## config.mk

```make
export PLATFORM = sky130hd
export DESIGN_NAME = link_health_mon
export DESIGN_NICKNAME = d
export VERILOG_FILES = /design/src/rtl/lmon_pkg.sv /design/src/rtl/lmon_sync.sv /design/src/rtl/lmon_qual.sv /design/src/rtl/lmon_latch.sv /design/src/rtl/link_health_mon.sv
export SDC_FILE = /design/constraint.sdc
export NUM_CORES = 1
export LEC_CHECK = 0
export CELL_PAD_IN_SITES_DETAIL_PLACEMENT = 0
export CELL_PAD_IN_SITES_GLOBAL_PLACEMENT = 2
export CORE_UTILIZATION = 29
export CTS_CLUSTER_DIAMETER = 30
export DETAILED_ROUTE_END_ITERATION = 6
export GPL_ROUTABILITY_DRIVEN = 0
export PLACE_DENSITY = 0.8
export SLEW_MARGIN = 25
export SYNTH_ARGS = -nofsm -noshare
export SYNTH_HDL_FRONTEND = slang
export SYNTH_SLANG_ARGS = --single-unit
```

## constraint.sdc

```tcl
create_clock -name clk_i -period 1.35 [get_ports clk_i]
set_input_delay 0.2025 -clock clk_i [delete_from_list [all_inputs] [get_ports clk_i]]
set_output_delay 0.2025 -clock clk_i [all_outputs]
set_load 0.005 [all_outputs]
```

## src/rtl/lmon_pkg.sv

```systemverilog
package lmon_pkg;
  localparam int unsigned SYNC_STAGES = 2;
  localparam int unsigned IDX_LOCK    = 0;
  localparam int unsigned IDX_SDET    = 1;
  localparam int unsigned NUM_SYNC    = 2;
endpackage

```

## src/rtl/lmon_sync.sv

```systemverilog
module lmon_sync #(
  parameter int unsigned WIDTH = 2
) (
  input  logic             clk_i,
  input  logic             rst_ni,
  input  logic [WIDTH-1:0] d_i,
  output logic [WIDTH-1:0] q_o
);
  for (genvar g = 0; g < WIDTH; g++) begin : g_bit
    logic [lmon_pkg::SYNC_STAGES-1:0] stg_q;
    logic [lmon_pkg::SYNC_STAGES-1:0] stg_d;

    always_comb begin
      stg_d = {stg_q[lmon_pkg::SYNC_STAGES-2:0], d_i[g]};
    end

    always_ff @(posedge clk_i or negedge rst_ni) begin
      if (!rst_ni) stg_q <= '0;
      else         stg_q <= stg_d;
    end

    assign q_o[g] = stg_q[lmon_pkg::SYNC_STAGES-1];
  end
endmodule

```

## src/rtl/lmon_qual.sv

```systemverilog
module lmon_qual #(
  parameter int unsigned QUAL_CYCLES = 16
) (
  input  logic clk_i,
  input  logic rst_ni,
  input  logic healthy_i,
  output logic up_o
);
  localparam int unsigned CW = (QUAL_CYCLES > 1) ? $clog2(QUAL_CYCLES) : 1;
  localparam logic [CW-1:0] LAST = CW'(QUAL_CYCLES - 1);

  logic [CW-1:0] cnt_q, cnt_d;
  logic          up_q, up_d;
  logic          cnt_en;

  always_comb begin
    cnt_en = healthy_i && !up_q;
    cnt_d  = cnt_q;
    up_d   = up_q;
    if (!healthy_i) begin
      cnt_d = '0;
      up_d  = 1'b0;
    end else if (cnt_en) begin
      if (cnt_q == LAST) up_d  = 1'b1;
      else               cnt_d = cnt_q + 1'b1;
    end
  end

  always_ff @(posedge clk_i or negedge rst_ni) begin
    if (!rst_ni) begin
      cnt_q <= '0;
      up_q  <= 1'b0;
    end else begin
      cnt_q <= cnt_d;
      up_q  <= up_d;
    end
  end

  assign up_o = up_q;

  p_cnt_bound_r6: assert property (@(posedge clk_i) disable iff (!rst_ni)
    cnt_q <= LAST);
  p_drop_on_err_r6: assert property (@(posedge clk_i) disable iff (!rst_ni)
    !healthy_i |=> !up_o && cnt_q == '0);
endmodule

```

## src/rtl/lmon_latch.sv

```systemverilog
module lmon_latch #(
  parameter logic EVT_VAL = 1'b1,
  parameter logic RST_VAL = 1'b0
) (
  input  logic clk_i,
  input  logic rst_ni,
  input  logic evt_i,
  input  logic rd_i,
  input  logic rd_val_i,
  output logic q_o
);
  logic q_q, q_d;

  always_comb begin
    q_d = q_q;
    if (evt_i)     q_d = EVT_VAL;
    else if (rd_i) q_d = rd_val_i;
  end

  always_ff @(posedge clk_i or negedge rst_ni) begin
    if (!rst_ni) q_q <= RST_VAL;
    else         q_q <= q_d;
  end

  assign q_o = q_q;

  p_evt_dominates: assert property (@(posedge clk_i) disable iff (!rst_ni)
    evt_i |=> q_o == EVT_VAL);
  p_quiet_holds: assert property (@(posedge clk_i) disable iff (!rst_ni)
    !evt_i && !rd_i |=> $stable(q_o));
endmodule

```

## src/rtl/link_health_mon.sv

```systemverilog
module link_health_mon #(
  parameter int unsigned QUAL_CYCLES = 16
) (
  input  logic clk_i,
  input  logic rst_ni,
  input  logic pll_lock_i,
  input  logic sig_det_i,
  input  logic rd_main_i,
  input  logic rd_detail_i,
  output logic rx_chan_err_o,
  output logic lock_err_o,
  output logic detail_link_o,
  output logic main_link_o
);
  import lmon_pkg::*;

  logic [NUM_SYNC-1:0] raw_in, syn;
  logic lock_s, sdet_s, chan_err, link_up;

  assign raw_in[IDX_LOCK] = pll_lock_i;
  assign raw_in[IDX_SDET] = sig_det_i;

  lmon_sync #(.WIDTH(NUM_SYNC)) u_sync (
    .clk_i (clk_i), .rst_ni(rst_ni), .d_i(raw_in), .q_o(syn)
  );

  assign lock_s   = syn[IDX_LOCK];
  assign sdet_s   = syn[IDX_SDET];
  assign chan_err = !(lock_s && sdet_s);

  lmon_qual #(.QUAL_CYCLES(QUAL_CYCLES)) u_qual (
    .clk_i(clk_i), .rst_ni(rst_ni), .healthy_i(!chan_err), .up_o(link_up)
  );

  // sticky lock-failure flag: set by loss of lock, cleared by a detailed read
  lmon_latch #(.EVT_VAL(1'b1), .RST_VAL(1'b0)) u_lock_lh (
    .clk_i(clk_i), .rst_ni(rst_ni), .evt_i(!lock_s), .rd_i(rd_detail_i),
    .rd_val_i(1'b0), .q_o(lock_err_o)
  );

  // main link bit: forced low by any fault, reloaded from live state on read
  lmon_latch #(.EVT_VAL(1'b0), .RST_VAL(1'b0)) u_link_ll (
    .clk_i(clk_i), .rst_ni(rst_ni), .evt_i(chan_err), .rd_i(rd_main_i),
    .rd_val_i(link_up), .q_o(main_link_o)
  );

  assign rx_chan_err_o = chan_err;
  assign detail_link_o = link_up;

  p_lock_set_r3: assert property (@(posedge clk_i) disable iff (!rst_ni)
    !lock_s |=> lock_err_o);
  p_lock_sticky_r4: assert property (@(posedge clk_i) disable iff (!rst_ni)
    lock_err_o && !rd_detail_i |=> lock_err_o);
  p_read_clears_r5: assert property (@(posedge clk_i) disable iff (!rst_ni)
    lock_err_o && rd_detail_i && lock_s |=> !lock_err_o);
  p_up_needs_health_r6: assert property (@(posedge clk_i) disable iff (!rst_ni)
    $rose(detail_link_o) |-> $past(!rx_chan_err_o));
  p_fault_clears_both_r7: assert property (@(posedge clk_i) disable iff (!rst_ni)
    rx_chan_err_o |=> !detail_link_o && !main_link_o);
  p_main_rise_on_read_r8: assert property (@(posedge clk_i) disable iff (!rst_ni)
    $rose(main_link_o) |-> $past(rd_main_i));
  p_main_implies_live_r8: assert property (@(posedge clk_i) disable iff (!rst_ni)
    main_link_o |-> detail_link_o);
endmodule

```

==> flow_summary_export.csv <==
group,metric,value,unit
status,status,"finished clean",
floorplanning,start_util,31.34,%
yosys,synth_cell_types,14,
detailed_routing,vias,290,
floorplanning,ios,10,
floorplanning,core.rowCount,13,
timing,rsz0062_at_grt,"no",
timing,finalCritPeriodShare,92.00,%
global_route,antenna_found_initial,0,
min_path,hold_class,"input pin to asynchronous set/reset pin",
setup_path,crit_family,"flip-flops",
pwr,leakagePower,0.0002718,uW
clocking,tritoncts,"built",
clocking,cts_buffers,3,
detailed_routing,vias_per_cell,4.833,
cells_and_area,final_area,561.8,sq um
pwr,power.density,1075,mW/mm^2
yosys,syn_area_per_cell,13.32,sq um
setup_path,crit_type,"flop to flop",
timing,hold_slack,250.7,ps
detailed_routing,drc,0,
clocking,cts-root-buf,"clkbuf_4",
setup_path,crit_slowest_cell,"dfrtp_1",
placed_design,hpwl,577.2,um
setup_path,cp.required,1510,ps
cells_and_area,multi_input_area,128.9,sq um
placed_design,portBuffers,9,
yosys,synth_warnings,0,
global_route,grt_max_degree,12,
clocking,clk_latency,270,ps
timing,worstMarginPinSlew,460.9,ps
setup_path,max_stage_delay,410,ps
global_route,grt_pass1_wl,1324,um
cells_and_area,area.sequential,276.5,sq um
detailed_routing,drt_pass1_iterations,2,
pwr,p_int,478.2,uW
detailed_routing,wirelength,728,um
yosys,syn_area,412.9,sq um
pwr,power_frac_seq,57.2,%
pwr,max-vdd-ir-drop,0.7367,mV
run,max_cap_violations,0,
cells_and_area,nets,53,
yosys,netlist_instances,31,
yosys,synth_seq_area_share,66.67,%
pwr,p_sw,125.7,uW
setup_path,cp_max_fo,4,
setup_path,arrival,1400,ps
yosys,syn_nets,38,
global_route,grt_usage,13.84,%
global_route,grt_overflow_total,0,
detailed_routing,wl_per_cell,12.13,um
cells_and_area,n_fill_cell,134,
placed_design,dpl_cell_area,529.3,sq um
cells_and_area,drive_gt1_share,15.56,%
clocking,htree_levels,1,
floorplanning,die_height,39.74,um
floorplanning,die_area,0.001579,sq mm
pwr,total_power,603.9,uW
setup_path,worst-path-buf-inv,0,
setup_path,crit_path_start_kind,"flop",
global_route,grt_pass1_vias,333,
setup_path,end_kind,"flop",
timing,finClkSkew,9.294,ps
cells_and_area,syn2layout_area_growth,36.06,%
pwr,p_comb_share,6.6,%
timing,period_needed,1242,ps
clocking,cts_setup_buffers,0,
timing,final.setup.tns,0,ps
clocking,clock_sinks,11,
detailed_routing,first_iter_violations,2,
pwr,p_sw_share,20.82,%
pwr,power_frac_clock,36.1,%
timing,drv_slew,0,
detailed_routing,antenna_left,0,
timing,slew_headroom,69.17,%
floorplanning,core,0.001318,sq mm
clocking,clkTransAtPathRegs,70,ps
floorplanning,die_w,39.74,um
setup_path,path_cells,"ha_2, a31oi_4, mux2i_1, nor2_1",
cells_and_area,n_antenna_cell,0,
clocking,clock_path_buffers,2,
timing,final_hold_viol_count,0,
timing,finalSetupViolCount,0,
timing,fmax,805.2,MHz
yosys,synth_seq_cells,11,
[power by group through the flow]
stage	Clock [uW]	Sequential [uW]	Combinational (uW)
after floorplan	0	351	10.3
after global placement	0	351	41.8
after detailed placement	0	352	42.7
after CTS	229	346	42.2
after global routing	241	347	46.4
final	218	345	40.2
[layout by cell type (no fill, tap or decap), drive strengths merged, types with 2 or more instances in the layout]
master,instances
clkbuf,4
clkdlybuf4s50,5
dfrtp,11
dlygate4sd2,2
dlymetal6s2s,2
inv,3
mux2i,2
nor2,4
nor3,2
[state kept, by name, indices dropped and copies added (netlist names)]
signal	flops
u_qual.cnt_q	4
u_sync.g_bit.stg_q	4
u_link_ll.q_o	1
u_lock_lh.q_o	1
u_qual.up_o	1
[metal layers]
layer	wire length, um	vias to the layer above	track usage (%)
met5	0	-	0
met4	0	0	7.759
met3	45	0	6.818
met2	411	9	25.00
met1	271	146	12.06
li1	-	135	-
[final timing paths]
kind | start | endpoint | slack (ps) | cells past startpoint
max reg2reg | u_qual.cnt_q[0] | u_qual.cnt_q[1] | 110 | 4
max | u_qual.cnt_q[0] | u_qual.cnt_q[1] | 110 | 4
min | rst_ni | u_qual.cnt_q[0] | 250 | 1
min in group clk_i | u_sync.g_bit[1].stg_q[0] | u_sync.g_bit[1].stg_q[1] | 350 | 0
max in group asynchronous | rst_ni | u_qual.up_o | 760 | 1
min reg2reg | u_sync.g_bit[1].stg_q[0] | u_sync.g_bit[1].stg_q[1] | 350 | 0
[cells by family after synthesis]
logic type	synth area share (%)
buffers and inverters	2.727
adder cells (fa/ha/maj)	3.030
AND/OR/NAND/NOR	11.21
multiplexers	4.849
XOR/XNOR	2.122
AO/OA/AOI/OAI	9.392
flip-flops	66.67
[cell usage after synthesis (all sizes together)]
library cell / instances / area, sq um
o21ai: 1 / 5.000
inv: 3 / 11.26
ha: 1 / 12.51
dfrtp: 11 / 275.3
mux2i: 2 / 20.02
a211oi: 1 / 7.510
nor2: 4 / 15.01
nor3: 2 / 10.01
a21oi: 1 / 5.000
and4: 1 / 8.760
a31oi: 1 / 21.27
nand2: 1 / 3.750
xnor2: 1 / 8.760
nand4b: 1 / 8.760
[cell type report]
class | count | area share, %
clock buffer | 4 | 4.677
inverter | 3 | 2.004
multi-input combinational | 17 | 22.94
sequential | 11 | 49.22
tap | 15 | 3.341
timing repair buffer | 10 | 17.82
[per-stage QoR]
| step | utilization [%] | worst slack, ps | cells |
|---|---|---|---|
| CTS | 42.07 | 20.20 | 60 |
| global route | 42.64 | 4.232 | 60 |
| finish | 42.64 | 108.1 | 60 |
| detailed placement | 40.17 | 57.63 | 56 |
| global placement | 40.17 | 92.67 | 56 |
| floorplan | - | 132.0 | 31 |
[repair_timing]
action	CTS	global route
hold buffers	0	0
gates resized for setup	3	3
endpoints found under the setup margin	2	3
Note: power is estimated with default switching activity, not from simulation.
